$ cat src/rtl/phy_irq_pkg.sv
package phy_irq_pkg;
  localparam int unsigned DATA_W   = 16;
  localparam int unsigned ADDR_W   = 5;
  localparam int unsigned N_EVT    = 7;
  localparam int unsigned EVT_LSB  = 1;
  localparam logic [ADDR_W-1:0] SRC_ADDR = ADDR_W'(29);
  localparam logic [ADDR_W-1:0] MSK_ADDR = ADDR_W'(30);
  localparam logic [DATA_W-1:0] UNIMPL_VAL = '1;

  typedef enum logic [1:0] {
    SEL_NONE = 2'd0,
    SEL_SRC  = 2'd1,
    SEL_MSK  = 2'd2,
    SEL_BAD  = 2'd3
  } reg_sel_e;
endpackage

$ cat src/rtl/phy_irq_src_latch.sv
module phy_irq_src_latch #(
  parameter int unsigned N = 7
) (
  input  logic         clk,
  input  logic         rst_n,
  input  logic [N-1:0] evt_i,
  input  logic         clr_i,
  output logic [N-1:0] flags_o
);
  logic [N-1:0] flags_q, flags_d;
  logic         flags_en;

  always_comb begin
    flags_en = clr_i | (|evt_i);
    // events win over the clear so nothing is lost
    flags_d  = (flags_q & ~{N{clr_i}}) | evt_i;
  end

  always_ff @(posedge clk or negedge rst_n) begin
    if (!rst_n)        flags_q <= '0;
    else if (flags_en) flags_q <= flags_d;
  end

  assign flags_o = flags_q;


  evt_sets_flag_chk: assert property (@(posedge clk) disable iff (!rst_n)
    (|evt_i) |=> ((flags_q & $past(evt_i)) == $past(evt_i)));

  read_clears_chk: assert property (@(posedge clk) disable iff (!rst_n)
    (clr_i && evt_i == '0) |=> (flags_q == '0));

  flag_sticky_chk: assert property (@(posedge clk) disable iff (!rst_n)
    (!clr_i) |=> ((flags_q & $past(flags_q)) == $past(flags_q)));
endmodule

$ cat src/rtl/phy_irq_mask_reg.sv
module phy_irq_mask_reg #(
  parameter int unsigned N = 7
) (
  input  logic         clk,
  input  logic         rst_n,
  input  logic         wr_en_i,
  input  logic [N-1:0] wdata_i,
  output logic [N-1:0] mask_o
);
  logic [N-1:0] mask_q, mask_d;

  always_comb mask_d = wdata_i;

  always_ff @(posedge clk or negedge rst_n) begin
    if (!rst_n)       mask_q <= '0;
    else if (wr_en_i) mask_q <= mask_d;
  end

  assign mask_o = mask_q;


  mask_write_chk: assert property (@(posedge clk) disable iff (!rst_n)
    wr_en_i |=> (mask_q == $past(wdata_i)));

  mask_hold_chk: assert property (@(posedge clk) disable iff (!rst_n)
    !wr_en_i |=> $stable(mask_q));
endmodule

$ cat src/rtl/phy_irq_regmux.sv
module phy_irq_regmux
  import phy_irq_pkg::*;
#(
  parameter int unsigned N   = N_EVT,
  parameter int unsigned LSB = EVT_LSB
) (
  input  logic [ADDR_W-1:0] addr_i,
  input  logic              rd_i,
  input  logic              wr_i,
  input  logic [N-1:0]      flags_i,
  input  logic [N-1:0]      mask_i,
  output logic [DATA_W-1:0] rdata_o,
  output logic              src_clr_o,
  output logic              msk_wr_o
);
  localparam int unsigned MSB = LSB + N - 1;

  reg_sel_e          sel;
  logic [DATA_W-1:0] src_word, msk_word;

  always_comb begin
    if (addr_i == SRC_ADDR)      sel = SEL_SRC;
    else if (addr_i == MSK_ADDR) sel = SEL_MSK;
    else                         sel = SEL_BAD;
  end

  // place the N-bit fields, reserved bits forced to zero
  genvar g;
  generate
    for (g = 0; g < DATA_W; g++) begin : g_field
      if (g >= LSB && g <= MSB) begin : g_live
        assign src_word[g] = flags_i[g-LSB];
        assign msk_word[g] = mask_i[g-LSB];
      end else begin : g_rsvd
        assign src_word[g] = 1'b0;
        assign msk_word[g] = 1'b0;
      end
    end
  endgenerate

  always_comb begin
    rdata_o = '0;
    if (rd_i) begin
      unique case (sel)
        SEL_SRC: rdata_o = src_word;
        SEL_MSK: rdata_o = msk_word;
        default: rdata_o = UNIMPL_VAL;
      endcase
    end
  end

  assign src_clr_o = rd_i & (sel == SEL_SRC);
  assign msk_wr_o  = wr_i & (sel == SEL_MSK);
endmodule

$ cat src/rtl/phy_irq_ctrl.sv
module phy_irq_ctrl
  import phy_irq_pkg::*;
(
  input  logic              clk,
  input  logic              rst_n,
  input  logic [N_EVT-1:0]  evt_i,
  input  logic [ADDR_W-1:0] reg_addr,
  input  logic              reg_rd,
  input  logic              reg_wr,
  input  logic [DATA_W-1:0] reg_wdata,
  output logic [DATA_W-1:0] reg_rdata,
  output logic              irq_o
);
  logic [N_EVT-1:0] flags, mask;
  logic             src_clr, msk_wr;

  phy_irq_regmux #(.N(N_EVT), .LSB(EVT_LSB)) u_mux (
    .addr_i   (reg_addr),
    .rd_i     (reg_rd),
    .wr_i     (reg_wr),
    .flags_i  (flags),
    .mask_i   (mask),
    .rdata_o  (reg_rdata),
    .src_clr_o(src_clr),
    .msk_wr_o (msk_wr)
  );

  phy_irq_src_latch #(.N(N_EVT)) u_src (
    .clk    (clk),
    .rst_n  (rst_n),
    .evt_i  (evt_i),
    .clr_i  (src_clr),
    .flags_o(flags)
  );

  phy_irq_mask_reg #(.N(N_EVT)) u_msk (
    .clk    (clk),
    .rst_n  (rst_n),
    .wr_en_i(msk_wr),
    .wdata_i(reg_wdata[EVT_LSB +: N_EVT]),
    .mask_o (mask)
  );

  assign irq_o = |(flags & mask);


  src_write_ignored_chk: assert property (@(posedge clk) disable iff (!rst_n)
    (reg_wr && reg_addr == SRC_ADDR && !reg_rd && evt_i == '0) |=> $stable(flags));

  unimpl_read_chk: assert property (@(posedge clk) disable iff (!rst_n)
    (reg_rd && reg_addr != SRC_ADDR && reg_addr != MSK_ADDR) |-> (reg_rdata == 16'hFFFF));

  idle_rdata_chk: assert property (@(posedge clk) disable iff (!rst_n)
    !reg_rd |-> (reg_rdata == '0));
endmodule

$ cat config.mk
export PLATFORM = sky130hd
export DESIGN_NAME = phy_irq_ctrl
export DESIGN_NICKNAME = d
export VERILOG_FILES = /design/src/rtl/phy_irq_pkg.sv /design/src/rtl/phy_irq_src_latch.sv /design/src/rtl/phy_irq_mask_reg.sv /design/src/rtl/phy_irq_regmux.sv /design/src/rtl/phy_irq_ctrl.sv
export SDC_FILE = /design/constraint.sdc
export NUM_CORES = 1
export LEC_CHECK = 0
export ABC_AREA = 1
export CAP_MARGIN = 10
export CELL_PAD_IN_SITES_DETAIL_PLACEMENT = 1
export CELL_PAD_IN_SITES_GLOBAL_PLACEMENT = 2
export CORE_MARGIN = 10
export CORE_UTILIZATION = 23
export CTS_BUF_LIST = sky130_fd_sc_hd__clkbuf_4 sky130_fd_sc_hd__clkbuf_8
export CTS_CLUSTER_DIAMETER = 80
export DETAILED_ROUTE_END_ITERATION = 12
export PLACE_DENSITY = 0.95
export SLEW_MARGIN = 15
export SYNTH_ARGS = -nofsm -noshare
export SYNTH_HDL_FRONTEND = slang
export SYNTH_SLANG_ARGS = --single-unit
$ cat constraint.sdc
create_clock -name clk -period 5.9 [get_ports clk]
set_input_delay 1.77 -clock clk [delete_from_list [all_inputs] [get_ports clk]]
set_output_delay 1.77 -clock clk [all_outputs]
set_load 0.01 [all_outputs]
# Word level (Yosys, flattened, before mapping)

Index checks and enable logic that the tools add are counted.
W data, S select, Z words.

Register bits: 14
Bits of input ports: 32
Output and inout bits: 17
Logic and storage cells: 19

Eq/ne operators: 4
Muxes and demuxes: 4
Bitwise operators: 7
Reduce and logical (&&, ||, !) cells: 2

Operators by type and width:

| kind                 | number |
|---|---|
| $pmux W16 S2         | 1 |
| $mux W16             | 1 |
| $and A7 B7 Y7        | 2 |
| $reduce_or A7 Y1     | 2 |
| $eq A5 B5 Y1 const B | 2 |
| $not A7 Y7           | 1 |
| $or A7 B7 Y7         | 1 |
| $and A1 B1 Y1        | 2 |
| $eq A2 B1 Y1 const B | 1 |
| $eq A2 B2 Y1 const B | 1 |
| $mux W2              | 1 |
| $mux W1              | 1 |
| $or A1 B1 Y1         | 1 |

# Depth between registers and ports, before layout

Word-level depth: 8
Depth in mapped cells: 7

# Modules after synthesis

A second synthesis with hierarchy kept.

Cells, all modules: 135
Area total of the unflattened synthesis: 907.1 µm²

By module, submodules not included:

| module            | times used | cells each | area each (µm²) | seq. area each (µm²) |
|---|---|---|---|---|
| phy_irq_regmux    | 1          | 62         | 327.8           | 0.0 |
| phy_irq_mask_reg  | 1          | 30         | 269.0           | 175.2 |
| phy_irq_src_latch | 1          | 29         | 257.7           | 175.2 |
| phy_irq_ctrl      | 1          | 14         | 52.6            | 0.0 |

# Worst setup path after synthesis

Ideal clock, no wire load.

Path type: input to output
From: input port reg_addr[3]
To: output port reg_rdata[10]
Data arrival time: 2.803 ns
Required time: 4.130 ns
Slack: 1.327 ns
Cell stages on the path: 6
Path through: nand2_2 > nor2_4 > nand2_1 > nand2_4 > nor2_1 > buf_4

Longest elaborated chain between the ends: 6

RTL lines:

| item                                         | line                 | source |
|---|---|---|
| start: declaration                           | phy_irq_ctrl.sv:7    | `input logic [ADDR_W-1:0] reg_addr,` |
| $eq A5 B5 Y1                                 | phy_irq_regmux.sv:23 | `else if (addr_i == MSK_ADDR) sel = SEL_MSK;` |
| $mux W1                                      | phy_irq_regmux.sv:23 |  |
| $mux W2 (*)                                  | phy_irq_regmux.sv:22 | `if (addr_i == SRC_ADDR) sel = SEL_SRC;` |
| $eq A2 B2 Y1 or $eq A2 B1 Y1 (tied branches) | phy_irq_regmux.sv:44 | `unique case (sel)` |
| $pmux W16 S2 (*)                             | phy_irq_regmux.sv:44 |  |
| $mux W16 (*)                                 | phy_irq_regmux.sv:43 | `if (rd_i) begin` |
| end: declaration                             | phy_irq_ctrl.sv:11   | `output logic [DATA_W-1:0] reg_rdata,` |

Every way passes the cells marked *; elsewhere a longest branch is shown, timed or not.

# Worst setup path after layout

From: input port reg_addr[0]
To: output port reg_rdata[15]

The elaborated chain is that of the path after synthesis.

==> results.txt <==
Status: finished clean
Hold Path Class: flip-flop to flip-flop
Synth area leader: dfrtp_1
Starting Density: 23.58%
Worst Hold Depth: 2
Max Fanout on Critical Path: 9
Die Area: 0.006985 mm^2
Hold slack: 0.5205 ns
Endpoints failing hold: 0
Area Growth Syn to Fin: 43.88%
Syn_area_per_cell: 7.812 um^2
GRT Overall Usage: 7.313%
Post-route cell area: 0.001338 mm^2
Worst hold start: u_msk.mask_o[1]
Reg2reg start: u_msk.mask_o[2]
Kind of critical path: input pin to output pin
Hold EP: u_msk.mask_o[1]
Startpoint types: input pin
Via-to-Cell Ratio: 4.114
Reg area: 350.3 um^2
CP startpoint: reg_addr[0]
Max cap viols: 0
Port Buf Inserts: 39
DIE HEIGHT: 83.58 um
PostCTS Resize Cnt: 0
DRC: 0
Post-CTS setup buffer count: 0
Die Wd: 83.58 um
CTS clk-pin slew, worst paths: 0.05 ns
Tmin final: 5.471 ns
Required @ worst endpoint: 4.13 ns
Final worst-path cycle share: 92.73%
PwrDens: 198.9 mW/mm^2
Gate Count Post-Synth: 119
Pre-antenna DRT Iters: 4
Ys async rst share: 100.0%
DP Worst Slack: 0.3652 ns
Setup TNS Final: 0 ns
Seq/Total Area, Yosys: 37.69%
R2R setup slack: 5.22 ns
Layout cell share with drive strength beyond 1: 11.92%
Post-route ant nets: 0
Worst slew pin tran: 0.5967 ns
Worst Path Arrival: 3.70 ns
Clock Sinks: 14
Iteration-0 DRC Markers: 14
Max-slew headroom: 60.10%
Cts hold-fix bufs: 0
Antenna diode count: 0
Unique cell type count in the Yosys netlist: 16
Layout net count: 185
Post-Syn Nets: 151
Worst setup margin: 0.4287 ns
Peak supply drop: 0.07826 mV
Num rows: 23
WL final: 2.477 mm
Wire length per cell: 12.32 um
Gr ovfl total: 0
Post-synth EDFFs: 0
Root Driver: clkbuf_8
Yosys reg bits: 14
CTS max path bufs: 2
DP Area: 0.001296 mm^2
Top FF cell, synth: dfrtp_1
Largest net degree at the start of global routing: 15
Top cells by count, synth: nand2_1, inv_1, nand3_1
Area of the core: 0.003943 mm^2
Vias in the first global route: 925
RSZ-0062 raised after global routing: no
Worst flop-to-flop path endpoint: u_msk.mask_o[2]
Top cell type's share of synthesized area: 37.69%
Achievable frequency: 0.1828 GHz
Clock Latency Late Sink: 0.25 ns
Antenna violations before repair: 0
Multi-input gate area: 402.9 um^2
Clk_skew: 0 ns
Half-perimeter wire length after placement: 2.206 mm
CTS tree: built
Count leader, synth: nand2_1
Gpl congestion: 0.7470
First-pass GRT wire length: 4.291 mm
Static Leak: 0.6548 nW
Final slew viol count: 0
R2r worst-path depth: 2
Synth area leaders: dfrtp_1, nand3_1, nand2_1
CP Capture Type: output pin
Htree depth: 1
Top Ports: 49
Final setup fails: 0
Total CTS buffers: 3
Fill count: 484
YS warnings: 0
Via count: 827
Mapped cell area: 929.6 um^2
## critical path, cell delays in order
cell and delay [ns]:
clkdlybuf4s50_1 0.46, nand2_1 0.10, inv_2 0.07, nand2_1 0.18
nand2_4 0.10, nor2_1 0.38, clkdlybuf4s50_1 0.64
## cell type report
type / count / area share, %
Inverter: 24 / 6.735
Tap cell: 50 / 4.677
Sequential cell: 14 / 26.19
Clock buffer: 3 / 3.087
Multi-Input combinational cell: 71 / 30.12
Timing Repair Buffer: 39 / 29.19
## cells in the final DEF (no fill, tap or decap), drive strengths merged
master	Yosys	layout
nand2	29	29
clkdlybuf4s50	0	39
nand4	1	1
dfrtp	14	14
o21bai	7	7
nand3	22	22
inv	24	24
clkbuf	0	3
nor2	5	5
o21ai	7	7
## per-layer routing
layer	global-route usage (%)	routed length, um	vias to the layer above	part of all wire [%]
met5	0	0	-	0
met3	3.320	243	6	9.8
met2	13.10	1199	29	48
met1	6.841	983	366	40
li1	-	-	426	-
met4	3.653	51	0	2.1
## through the flow
stage | power (W) | utilization (%) | instances
2_1_floorplan | 0.0001545 | - | 119
3_3_place_gp | 0.0001900 | 32.88 | 198
3_5_place_dp | 0.0001935 | 32.88 | 198
4_1_cts | 0.0002723 | 33.93 | 201
5_1_grt | 0.0002851 | 33.93 | 201
6_report | 0.0002661 | 33.93 | 201
## cell families after synthesis
kind of cell    share of synthesized area [%]
buf+inv                                 18.98
flops                                   37.69
simple gates                            31.09
compound gates                          12.25
## sequential cells by signal, indices dropped and copies added (netlist names)
name,flops
u_src.flags_o,7
u_msk.mask_o,7
## report_power, final
group | switching, W | internal (W)
clock | 0.0000313 | 0.0000451
sequential | 0.00000829 | 0.000106
combinational | 0.0000341 | 0.0000416
## worst max-delay path by stage
stage                    endpoint  slack, ns  depth (start not counted)
floorplan           reg_rdata[10]       1.33                          6
global placement    reg_rdata[12]       0.47                          7
detailed placement  reg_rdata[15]       0.37                          7
CTS                 reg_rdata[15]       0.36                          7
global route        reg_rdata[12]       0.17                          7
finish              reg_rdata[15]       0.43                          7
Note: power is estimated with default switching activity, not from simulation.
